<file path="config.mk">
export PLATFORM = sky130hd
export DESIGN_NAME = vid_scan_timer
export DESIGN_NICKNAME = d
export VERILOG_FILES = /design/src/rtl/vst_pkg.sv /design/src/rtl/line_divider.sv /design/src/rtl/line_counter.sv /design/src/rtl/vtiming_flags.sv /design/src/rtl/vid_scan_timer.sv
export SDC_FILE = /design/constraint.sdc
export NUM_CORES = 1
export LEC_CHECK = 0
export BUFFER_PORTS_ARGS = -buffer_cell sky130_fd_sc_hd__buf_2
export CORE_AREA = 2 2 49 51
export CTS_CLUSTER_DIAMETER = 120
export DETAILED_ROUTE_END_ITERATION = 16
export DIE_AREA = 0 0 51 53
export GPL_ROUTABILITY_DRIVEN = 0
export SLEW_MARGIN = 20
export SYNTH_ARGS = -nofsm -noshare
export SYNTH_HDL_FRONTEND = slang
export SYNTH_SLANG_ARGS = --single-unit
</file>
<file path="constraint.sdc">
create_clock -name clk -period 0.84 [get_ports clk]
set_clock_uncertainty 0.05 [all_clocks]
set_input_delay 0.084 -clock clk [delete_from_list [all_inputs] [get_ports clk]]
set_output_delay 0.084 -clock clk [all_outputs]
set_load 0.01 [all_outputs]
</file>
<file path="src/rtl/vst_pkg.sv">
package vst_pkg;
  localparam int LINE_W     = 8;
  localparam int TOG_BIT    = 5;
  localparam int SAMPLE_LSB = 4;
  localparam int END_LSB    = 4;
  localparam int RD_MASK_W  = 2;
  typedef logic [LINE_W-1:0] line_t;
endpackage

</file>
<file path="src/rtl/line_divider.sv">
module line_divider #(
  parameter int CLKS_PER_LINE = 16
) (
  input  logic clk,
  input  logic rst_ni,
  input  logic tick_en,
  output logic line_step
);
  localparam int DW = (CLKS_PER_LINE > 1) ? $clog2(CLKS_PER_LINE) : 1;
  localparam logic [DW-1:0] LAST = DW'(CLKS_PER_LINE - 1);

  logic [DW-1:0] div_q, div_d;

  always_comb begin
    div_d     = div_q;
    line_step = 1'b0;
    if (tick_en) begin
      if (div_q == LAST) begin
        div_d     = '0;
        line_step = 1'b1;
      end else begin
        div_d = div_q + DW'(1);
      end
    end
  end

  always_ff @(posedge clk or negedge rst_ni) begin
    if (!rst_ni) div_q <= '0;
    else         div_q <= div_d;
  end


  div_range_chk: assert property (@(posedge clk) disable iff (!rst_ni)
    div_q <= LAST);


  div_hold_chk: assert property (@(posedge clk) disable iff (!rst_ni)
    !tick_en |=> $stable(div_q));
endmodule

</file>
<file path="src/rtl/line_counter.sv">
module line_counter
  import vst_pkg::*;
(
  input  logic  clk,
  input  logic  rst_ni,
  input  logic  line_step,
  output line_t line_q,
  output line_t line_d
);
  always_comb begin
    line_d = line_q;
    if (line_step) line_d = line_q + LINE_W'(1);
  end

  always_ff @(posedge clk or negedge rst_ni) begin
    if (!rst_ni) line_q <= '0;
    else         line_q <= line_d;
  end


  wrap_chk: assert property (@(posedge clk) disable iff (!rst_ni)
    (line_step && line_q == '1) |=> line_q == '0);


  step_chk: assert property (@(posedge clk) disable iff (!rst_ni)
    line_step |=> line_q == LINE_W'($past(line_q) + LINE_W'(1)));


  line_hold_chk: assert property (@(posedge clk) disable iff (!rst_ni)
    !line_step |=> $stable(line_q));
endmodule

</file>
<file path="src/rtl/vtiming_flags.sv">
module vtiming_flags
  import vst_pkg::*;
(
  input  logic  clk,
  input  logic  rst_ni,
  input  logic  line_step,
  input  line_t line_d,
  input  line_t line_q,
  output logic  tog_q,
  output logic  eoa_q
);
  logic tog_d, eoa_d, sample_line;

  assign sample_line = (line_d[SAMPLE_LSB-1:0] == '0);

  always_comb begin
    tog_d = tog_q;
    eoa_d = eoa_q;
    if (line_step) begin
      if (sample_line) tog_d = line_d[TOG_BIT];
      eoa_d = &line_d[LINE_W-1:END_LSB];
    end
  end

  always_ff @(posedge clk or negedge rst_ni) begin
    if (!rst_ni) begin
      tog_q <= 1'b0;
      eoa_q <= 1'b0;
    end else begin
      tog_q <= tog_d;
      eoa_q <= eoa_d;
    end
  end


  tog_match_chk: assert property (@(posedge clk) disable iff (!rst_ni)
    tog_q == line_q[TOG_BIT]);


  eoa_match_chk: assert property (@(posedge clk) disable iff (!rst_ni)
    eoa_q == (line_q >= LINE_W'(240)));


  eoa_fall_chk: assert property (@(posedge clk) disable iff (!rst_ni)
    $fell(eoa_q) |-> line_q == '0);
endmodule

</file>
<file path="src/rtl/vid_scan_timer.sv">
module vid_scan_timer
  import vst_pkg::*;
#(
  parameter int CLKS_PER_LINE = 16
) (
  input  logic              clk,
  input  logic              rst_n,
  input  logic              tick_en,
  output logic [LINE_W-1:0] vcount_rd,
  output logic              mid_toggle,
  output logic              end_area
);
  logic  rst_meta, rst_ni;
  logic  line_step;
  line_t line_q, line_d;

  always_ff @(posedge clk or negedge rst_n) begin
    if (!rst_n) begin
      rst_meta <= 1'b0;
      rst_ni   <= 1'b0;
    end else begin
      rst_meta <= 1'b1;
      rst_ni   <= rst_meta;
    end
  end

  line_divider #(.CLKS_PER_LINE(CLKS_PER_LINE)) i_div (
    .clk       (clk),
    .rst_ni    (rst_ni),
    .tick_en   (tick_en),
    .line_step (line_step)
  );

  line_counter i_cnt (
    .clk       (clk),
    .rst_ni    (rst_ni),
    .line_step (line_step),
    .line_q    (line_q),
    .line_d    (line_d)
  );

  vtiming_flags i_flags (
    .clk       (clk),
    .rst_ni    (rst_ni),
    .line_step (line_step),
    .line_d    (line_d),
    .line_q    (line_q),
    .tog_q     (mid_toggle),
    .eoa_q     (end_area)
  );

  assign vcount_rd = {line_q[LINE_W-1:RD_MASK_W], {RD_MASK_W{1'b0}}};


  rd_mask_chk: assert property (@(posedge clk) disable iff (!rst_ni)
    vcount_rd[RD_MASK_W-1:0] == '0);
endmodule

</file>
# [Word-level counts from Yosys, hierarchy flattened]
# Index checks and enable logic that the tools add are counted.
[classes] multipliers=0 n_eq_ne=1 order_cmp=0 bitwise_logic=0 n_addsub=2 div_mod_pow=0 reduce_logical=3 shifts=0 mux=4
[ops] operator="adder 8 x 1 -> 8 bit, second input constant" n=1
[ops] operator="two-way mux 8 bit" n=1
[ops] operator="adder 4 x 1 -> 4 bit, second input constant" n=1
[ops] operator="equality test 4 bit, second input constant" n=1
[ops] operator="zero test 4 bit" n=1
[ops] operator="two-way mux 4 bit" n=1
[ops] operator="AND reduction 4 bit" n=1
[ops] operator="two-way mux 1 bit" n=2
[ops] operator="AND reduction 2 bit" n=1
[word_totals] latchBits=0 mem_bits_rw=0 reg_bits=16 n_memories=0 elab_cells=16 inputBits=3 romBits=0 output_inout_bits=10

# [Depth between registers and ports, before layout]
# Gate-level depths: netlist of the first run.
[logic_depth] ltp_word=6 depth_mapped=5 depth_no_buf=5

# [Modules after synthesis]
# From an unflattened synthesis of the first run, not the netlist that was laid out.
[hier_totals] hier_cells=56 area_unflattened_um2=703.2
[by_module_without_submodules] mod="line_counter" area_per_inst_um2=341.6 n_inst=1 cells_each=26 seq_area_each_um2=200.2
[by_module_without_submodules] mod="line_divider" area_per_inst_um2=193.9 n_inst=1 cells_each=16 seq_area_each_um2=100.1
[by_module_without_submodules] mod="vtiming_flags" area_per_inst_um2=95.1 n_inst=1 cells_each=8 seq_area_each_um2=50.0
[by_module_without_submodules] mod="vid_scan_timer" area_per_inst_um2=72.6 n_inst=1 cells_each=6 seq_area_each_um2=50.0

# [Worst setup path after synthesis of the first run]
# No wires, ideal clock.
[synth_timing] path_type="flip-flop to flip-flop" start="reg i_cnt.line_q[0]" end="reg i_flags.tog_q" arrival_time_ns=1.379 setup_ns=0.128 synth_period_minus_slack_ns=1.557 required_time_ns=0.662 path_stages_with_launch=6 path_buffers=0 slack_ns=-0.717 cell_sequence="dfrtp_1 -> ha_1 -> nor3_1 -> a21oi_1 -> nor4_1 -> mux2_1"
[synth_via] elab_chain_len=4
[synth_lines] item="start, declared" line="line_counter.sv:7" text="output line_t line_q,"
[synth_lines] item="start signal, assigned" line="line_counter.sv:17" text="else line_q <= line_d;"
[synth_lines] item="adder 8 x 1 -> 8 bit" line="line_counter.sv:12" text="if (line_step) line_d = line_q + LINE_W'(1);"
[synth_lines] item="two-way mux 8 bit *" line="line_counter.sv:12"
[synth_lines] item="zero test 4 bit" line="vtiming_flags.sv:14" text="assign sample_line = (line_d[SAMPLE_LSB-1:0] == '0);"
[synth_lines] item="AND reduction 2 bit (no source line)"
[synth_lines] item="end signal, assigned" line="vtiming_flags.sv:30" text="tog_q <= tog_d;"
[synth_lines] item="end, declared" line="vtiming_flags.sv:9" text="output logic tog_q,"
# Every way passes the cells marked *; elsewhere a longest branch is shown, timed or not.
# A chain may end at the register's enable or synchronous reset.

# [Worst setup path after layout of the first run]
# Same ends and word-level chain as after synthesis.

==> impl_metrics.py, run 1 <==
metrics = {
    "hold_path": {
        "min_path_type": "primary input to async pin",
    },
    "routing": {
        "dr.pass1.iters": 4,
        "wl_per_cell_um": 13.4,
        "antenna_left": 0,
        "drtIter0Drc": 4,
        "routed_via_density": 4.77,
        "num_vias": 692,
        "drc": 0,
        "wl_mm": 1.94,
    },
    "synth": {
        "ys_top_cells_by_area": "dfrtp_1 (49%), buf_4 (7.3%), xnor2_1 (6.4%)",
        "ys_ff_latch": 16,
        "yosysSeqAreaShare_pct": 48.9,
        "yosys_warnings": 0,
        "netlist.area_leader.share_pct": 48.9,
        "syn_avg_cell_area_um2": 10.4,
        "netlist_area_um2": 818,
        "synthCells": 79,
        "synth_top_area_cell": "dfrtp_1",
        "yosysUniqueCellTypes": 26,
    },
    "floorplanning": {
        "die_w_um": 51,
        "pin_count": 13,
        "core_area_um2": 2150,
        "die_y_um": 53,
        "dieArea_um2": 2700,
        "initial_core_util_pct": 38.1,
        "placement_rows": 17,
    },
    "critical_path": {
        "crit_family": "flip-flops",
        "cp_max_fo": 2,
        "cp.required_ns": 0.98,
        "cp_slowest_cell": "dfrtp_1",
        "cp_num_buf_inv": 0,
        "crit_path_start_kind": "flop",
        "r2r_setup_slack_ns": -0.62,
        "slowest_delay_ns": 0.43,
        "crit_type": "flop to flop",
        "end_kind": "flop",
        "cp.arrival_ns": 1.59,
        "crit_path_cell_trace": "ha_4 -> nor4_4 -> mux2_4",
    },
    "global_route": {
        "antenna_found_initial": 0,
        "grt_pass1_wl_mm": 3.13,
        "grt-ovfl-total": 0,
        "track_usage_pct": 16.4,
        "grt_pass1_vias": 698,
        "grt_max_degree": 15,
    },
    "power_and_ir_drop": {
        "p_leak_uw": 0.000643,
        "cellPowerDensity_nw_per_um2": 1960,
        "ir_worst_vdd_mv": 1.23,
        "total_power_uw": 2650,
    },
    "status": {
        "status": "finished, violations left",
        "violations": "setup timing",
    },
    "timing": {
        "fin_crit_ns": 1.46,
        "max_freq_mhz": 686,
        "fin_crit_sh_pct": 174,
        "setup_ws_ns": -0.618,
        "whs_ns": 0.0418,
        "rsz0062_at_grt": "yes",
        "setup_viol": 22,
        "slew_violations": 0,
        "hold_viol_final": 0,
    },
    "cts": {
        "clock_path_buffers": 2,
        "cts_buffers": 3,
        "htree_levels": 1,
        "cts.reportedPaths.clkPinSlew_ns": 0.09,
        "cts_sinks": 16,
        "clock_latency_ns": 0.29,
        "cts_tree": "yes",
        "root_buffer": "clkbuf_4",
    },
    "place": {
        "port_buffers": 10,
        "dp_hpwl_mm": 1.26,
    },
    "cells_and_area": {
        "final_nets": 124,
        "n_antenna_cell": 0,
        "fillers": 164,
        "final_common_cell": "buf_4",
        "area_growth_pct": 65.0,
        "drive_gt1_share_pct": 64.1,
        "final_cell_mix": "buf_4 (23), dfrtp_1 (13), buf_6 (13)",
    },
    "flow_run": {
        "cap_violations": 0,
    },
}
-- layout make-up --
class                   instances  area (um^2)  area share (%)
well taps                      28         35.0            2.60
flip-flops and latches         16          404            29.9
multi-input cells              52          517            38.3
clock buffers                   3         22.5            1.67
repair buffers                 44          364            27.0
inverters                       2         7.51           0.556
-- cell families (layout without fill, tap and decap cells) --
logic type | count (synthesis) | in the layout | synth area share [%]
and+or+nand+nor | 27 | 27 | 18.0
DFF | 16 | 16 | 48.9
buffers and inverters | 12 | 49 | 9.48
xor gates and xnor gates | 9 | 9 | 9.63
AOI/OAI and AO/OA | 7 | 7 | 4.74
muxes | 4 | 4 | 5.20
adders and majority gates | 2 | 2 | 3.06
other | 2 | 3 | 0.918
-- where the power goes --
part	internal, uW	total (uW)	switching (uW)	leakage [uW]
clock	167	416	249	0.0000138
combinational	681	1170	486	0.000430
sequential	910	1070	155	0.000199
-- sequential cells by signal, summed over array words and instances, names as in the netlist --
| signal | cells |
|---|---|
| i_cnt.line_q | 8 |
| i_div.div_q | 4 |
| i_flags.eoa_q | 1 |
| i_flags.tog_q | 1 |
| rst_meta | 1 |
| rst_ni | 1 |
-- through the flow --
stage	area, um^2	cells	setup WS, ns	util, %	setup TNS [ns]
after floorplan	866	80	-0.709	-	-4.63
after global placement	1080	135	-0.697	50.4	-6.01
after detailed placement	1080	135	-0.747	50.4	-6.13
after CTS	1290	144	-0.620	60.2	-7.89
after global routing	1350	145	-0.672	62.8	-9.21
final	1350	145	-0.618	62.8	-7.89
-- Yosys cell counts (all sizes together) --
master  count
a21oi       3
and2        1
buf        10
conb        2
dfrtp      16
ha          2
inv         2
mux2        2
mux2i       2
nand2      12
nand3       4
nand4       3
nor2        1
nor3        3
nor3b       1
nor4        2
o21ai       2
o22ai       1
o31ai       1
xnor2       6
xor2        3
-- path summary, 6_finish.rpt --
| path | start | endpoint | cells after the start |
|---|---|---|---|
| worst max-delay path | i_cnt.line_q[0]$_DFF_PN0_ | i_flags.tog_q$_DFFE_PN0P_ | 3 |
| worst min-delay path | rst_n | rst_meta$_DFF_PN0_ | 2 |
| worst max register to register | i_cnt.line_q[0]$_DFF_PN0_ | i_flags.tog_q$_DFFE_PN0P_ | 3 |
| worst min register to register | rst_ni$_DFF_PN0_ | i_div.div_q[2]$_DFFE_PN0P_ | 1 |
| max in group asynchronous | rst_ni$_DFF_PN0_ | i_cnt.line_q[2]$_DFF_PN0_ | 1 |
| min in group clk | tick_en | i_div.div_q[0]$_DFFE_PN0P_ | 3 |
-- per-layer routing --
layer  wire length [um]  global-route usage (%)
met1                798                    19.0
met2               1060                    28.6
met3                 41                    3.39
met4                 36                    8.11
met5                  0                       0
-- what timing repair did --
item                                    in CTS  in global routing
endpoints found under the setup margin      22                 22
hold buffers                                 1                  0
pin swaps                                   12                  8
hold endpoints to repair                     2                  0
buffers inserted                             6                  2
resized for setup                           27                 11
-- worst register-to-register path: stages (launching register included) --
cell and delay, ns:
dfrtp_1 0.43, ha_4 0.26, nor4_4 0.29, mux2_4 0.32
No activity file was read; power rests on OpenSTA's default activity.
==> inputs of run 2 (changes only) <==
--- a/config.mk
+++ b/config.mk
@@ -5,11 +5,11 @@
 export SDC_FILE = /design/constraint.sdc
 export NUM_CORES = 1
 export LEC_CHECK = 0
-export BUFFER_PORTS_ARGS = -buffer_cell sky130_fd_sc_hd__buf_2
 export CORE_AREA = 2 2 49 51
 export CTS_CLUSTER_DIAMETER = 120
 export DETAILED_ROUTE_END_ITERATION = 16
 export DIE_AREA = 0 0 51 53
+export DONT_BUFFER_PORTS = 1
 export GPL_ROUTABILITY_DRIVEN = 0
 export SLEW_MARGIN = 20
 export SYNTH_ARGS = -nofsm -noshare
==> run 2 against run 1 <==
The flow still finishes with violations (setup timing). Register-to-register slack worse by 0.09 ns. First-iteration DRC count down 25%. Clock power up 21%. Wire length down 3.2%. Cell area down 3.6%. Final cell count down 5.5%. Die area unchanged.
==> impl_metrics.py, run 2 (same netlist as run 1, synthesis figures left out) <==
metrics = {
    "status": {
        "status": "finished, violations left",
        "violations": "setup timing",
    },
    "timing": {
        "fin_crit_ns": 1.55,
        "fin_crit_sh_pct": 185,
        "setup_ws_ns": -0.711,
        "max_freq_mhz": 645,
        "slew_violations": 0,
        "setup_viol": 22,
        "hold_viol_final": 0,
        "rsz0062_at_grt": "yes",
    },
    "cells_and_area": {
        "largest_reg_flops": 8,
        "reg_top3": "i_cnt.line_q (8), i_div.div_q (4)",
        "utilization_pct": 60.6,
        "finalNonFillerCells": 137,
        "final_common_cell": "buf_4",
        "final_nets": 115,
        "drive_gt1_share_pct": 57.8,
        "top_register": "i_cnt.line_q",
        "area_growth_pct": 59.0,
        "final_cell_mix": "buf_4 (18), dfrtp_1 (15), buf_6 (13)",
        "n_antenna_cell": 0,
    },
    "global_route": {
        "grt_pass1_vias": 696,
        "grt_max_degree": 15,
        "track_usage_pct": 16.0,
        "grt_pass1_wl_mm": 3.11,
        "grt-ovfl-total": 0,
        "antenna_found_initial": 0,
    },
    "power_and_ir_drop": {
        "ir_worst_vdd_mv": 1.23,
        "cellPowerDensity_nw_per_um2": 2070,
        "total_power_uw": 2690,
        "p_leak_uw": 0.000605,
    },
    "critical_path": {
        "cp.required_ns": 0.97,
        "crit_path_cell_trace": "ha_4 -> nor3_2 -> a21oi_2 -> nor4_2 -> mux2_1",
        "cp_slowest_cell": "dfrtp_1",
        "crit_path_start_kind": "flop",
        "slowest_delay_ns": 0.44,
        "cp_num_buf_inv": 0,
        "cp.arrival_ns": 1.68,
        "cp_max_fo": 3,
        "crit_type": "flop to flop",
        "crit_family": "flip-flops",
        "end_kind": "flop",
    },
    "hold_path": {
        "min_path_type": "primary input to flop",
    },
    "place": {
        "dpl.cell_count": 124,
        "pre_cts_slack_ns": -0.743,
        "port_buffers": 0,
        "dp_hpwl_mm": 1.18,
    },
    "routing": {
        "wl_mm": 1.88,
        "drc": 0,
        "antenna_left": 0,
        "routed_via_density": 4.78,
        "num_vias": 655,
        "wl_per_cell_um": 13.7,
        "dr.pass1.iters": 4,
        "drtIter0Drc": 3,
    },
    "cts": {
        "clock_path_buffers": 2,
        "root_buffer": "clkbuf_4",
        "cts.reportedPaths.clkPinSlew_ns": 0.10,
        "htree_levels": 1,
        "cts_tree": "yes",
        "clock_latency_ns": 0.28,
        "cts_sinks": 16,
        "cts_buffers": 3,
    },
    "floorplanning": {
        "initial_core_util_pct": 38.1,
        "placement_rows": 17,
        "dieArea_um2": 2700,
        "pin_count": 13,
        "die_w_um": 51,
        "die_y_um": 53,
        "core_area_um2": 2150,
    },
    "flow_run": {
        "cap_violations": 0,
    },
}
run 2: layout make-up:
type                       count  area [um^2]
sequential                    16          402
clock buffer                   4         36.3
tap                           28         35.0
fill                         171          847
multi-input combinational     52          489
timing repair buffer          35          332
inverter                       2         7.51
run 2: final timing paths:
| path | startpoint | endpoint | slack [ns] | depth (start not counted) |
|---|---|---|---|---|
| worst max-delay path | i_cnt.line_q[1]$_DFF_PN0_ | i_flags.tog_q$_DFFE_PN0P_ | -0.71 | 5 |
| worst max register to register | i_cnt.line_q[1]$_DFF_PN0_ | i_flags.tog_q$_DFFE_PN0P_ | -0.71 | 5 |
| max in group asynchronous | rst_n | rst_ni$_DFF_PN0_ | 0.11 | 2 |
| worst min-delay path | tick_en | i_cnt.line_q[5]$_DFF_PN0_ | 0.06 | 3 |
| min in group asynchronous | rst_ni$_DFF_PN0_ | i_div.div_q[2]$_DFFE_PN0P_ | 0.12 | 1 |
| worst min register to register | rst_ni$_DFF_PN0_ | i_div.div_q[2]$_DFFE_PN0P_ | 0.12 | 1 |
run 2: where the power goes:
part           switching [uW]  internal (uW)  leakage, uW
clock network             242            264    0.0000210
logic                     478            644     0.000383
registers                 162            904     0.000202
total                     881           1810     0.000605
run 2: worst min-delay path, cell delays in order:
cell     delay (ns)
nand4_2        0.07
nor3_2         0.06
xor2_1         0.15
run 2: what timing repair did:
action	4_1_cts	5_1_grt
pin swaps	10	8
setup buffers	4	3
setup endpoints to repair	22	22
cloned	0	0
resized for setup	23	9
hold buffers	3	0
endpoints found under the hold margin	6	0
run 2: through the flow:
step / TNS, ns / instance area (um^2) / hold slack [ns]
floorplan: -4.63 / 866 / -0.262
global placement: -5.70 / 1030 / -0.262
detailed placement: -5.96 / 1030 / -0.262
CTS: -7.49 / 1230 / 0.0392
global route: -9.30 / 1300 / 0.0763
finish: -8.07 / 1300 / 0.0621
run 2: routing by layer:
metal / vias up / track usage (%) / routed length, um
met4: 0 / 8.11 / 38
met2: 17 / 26.6 / 1020
met3: 4 / 1.69 / 54
met1: 318 / 20.5 / 765
li1: 316 / - / -
met5: - / 0 / 0
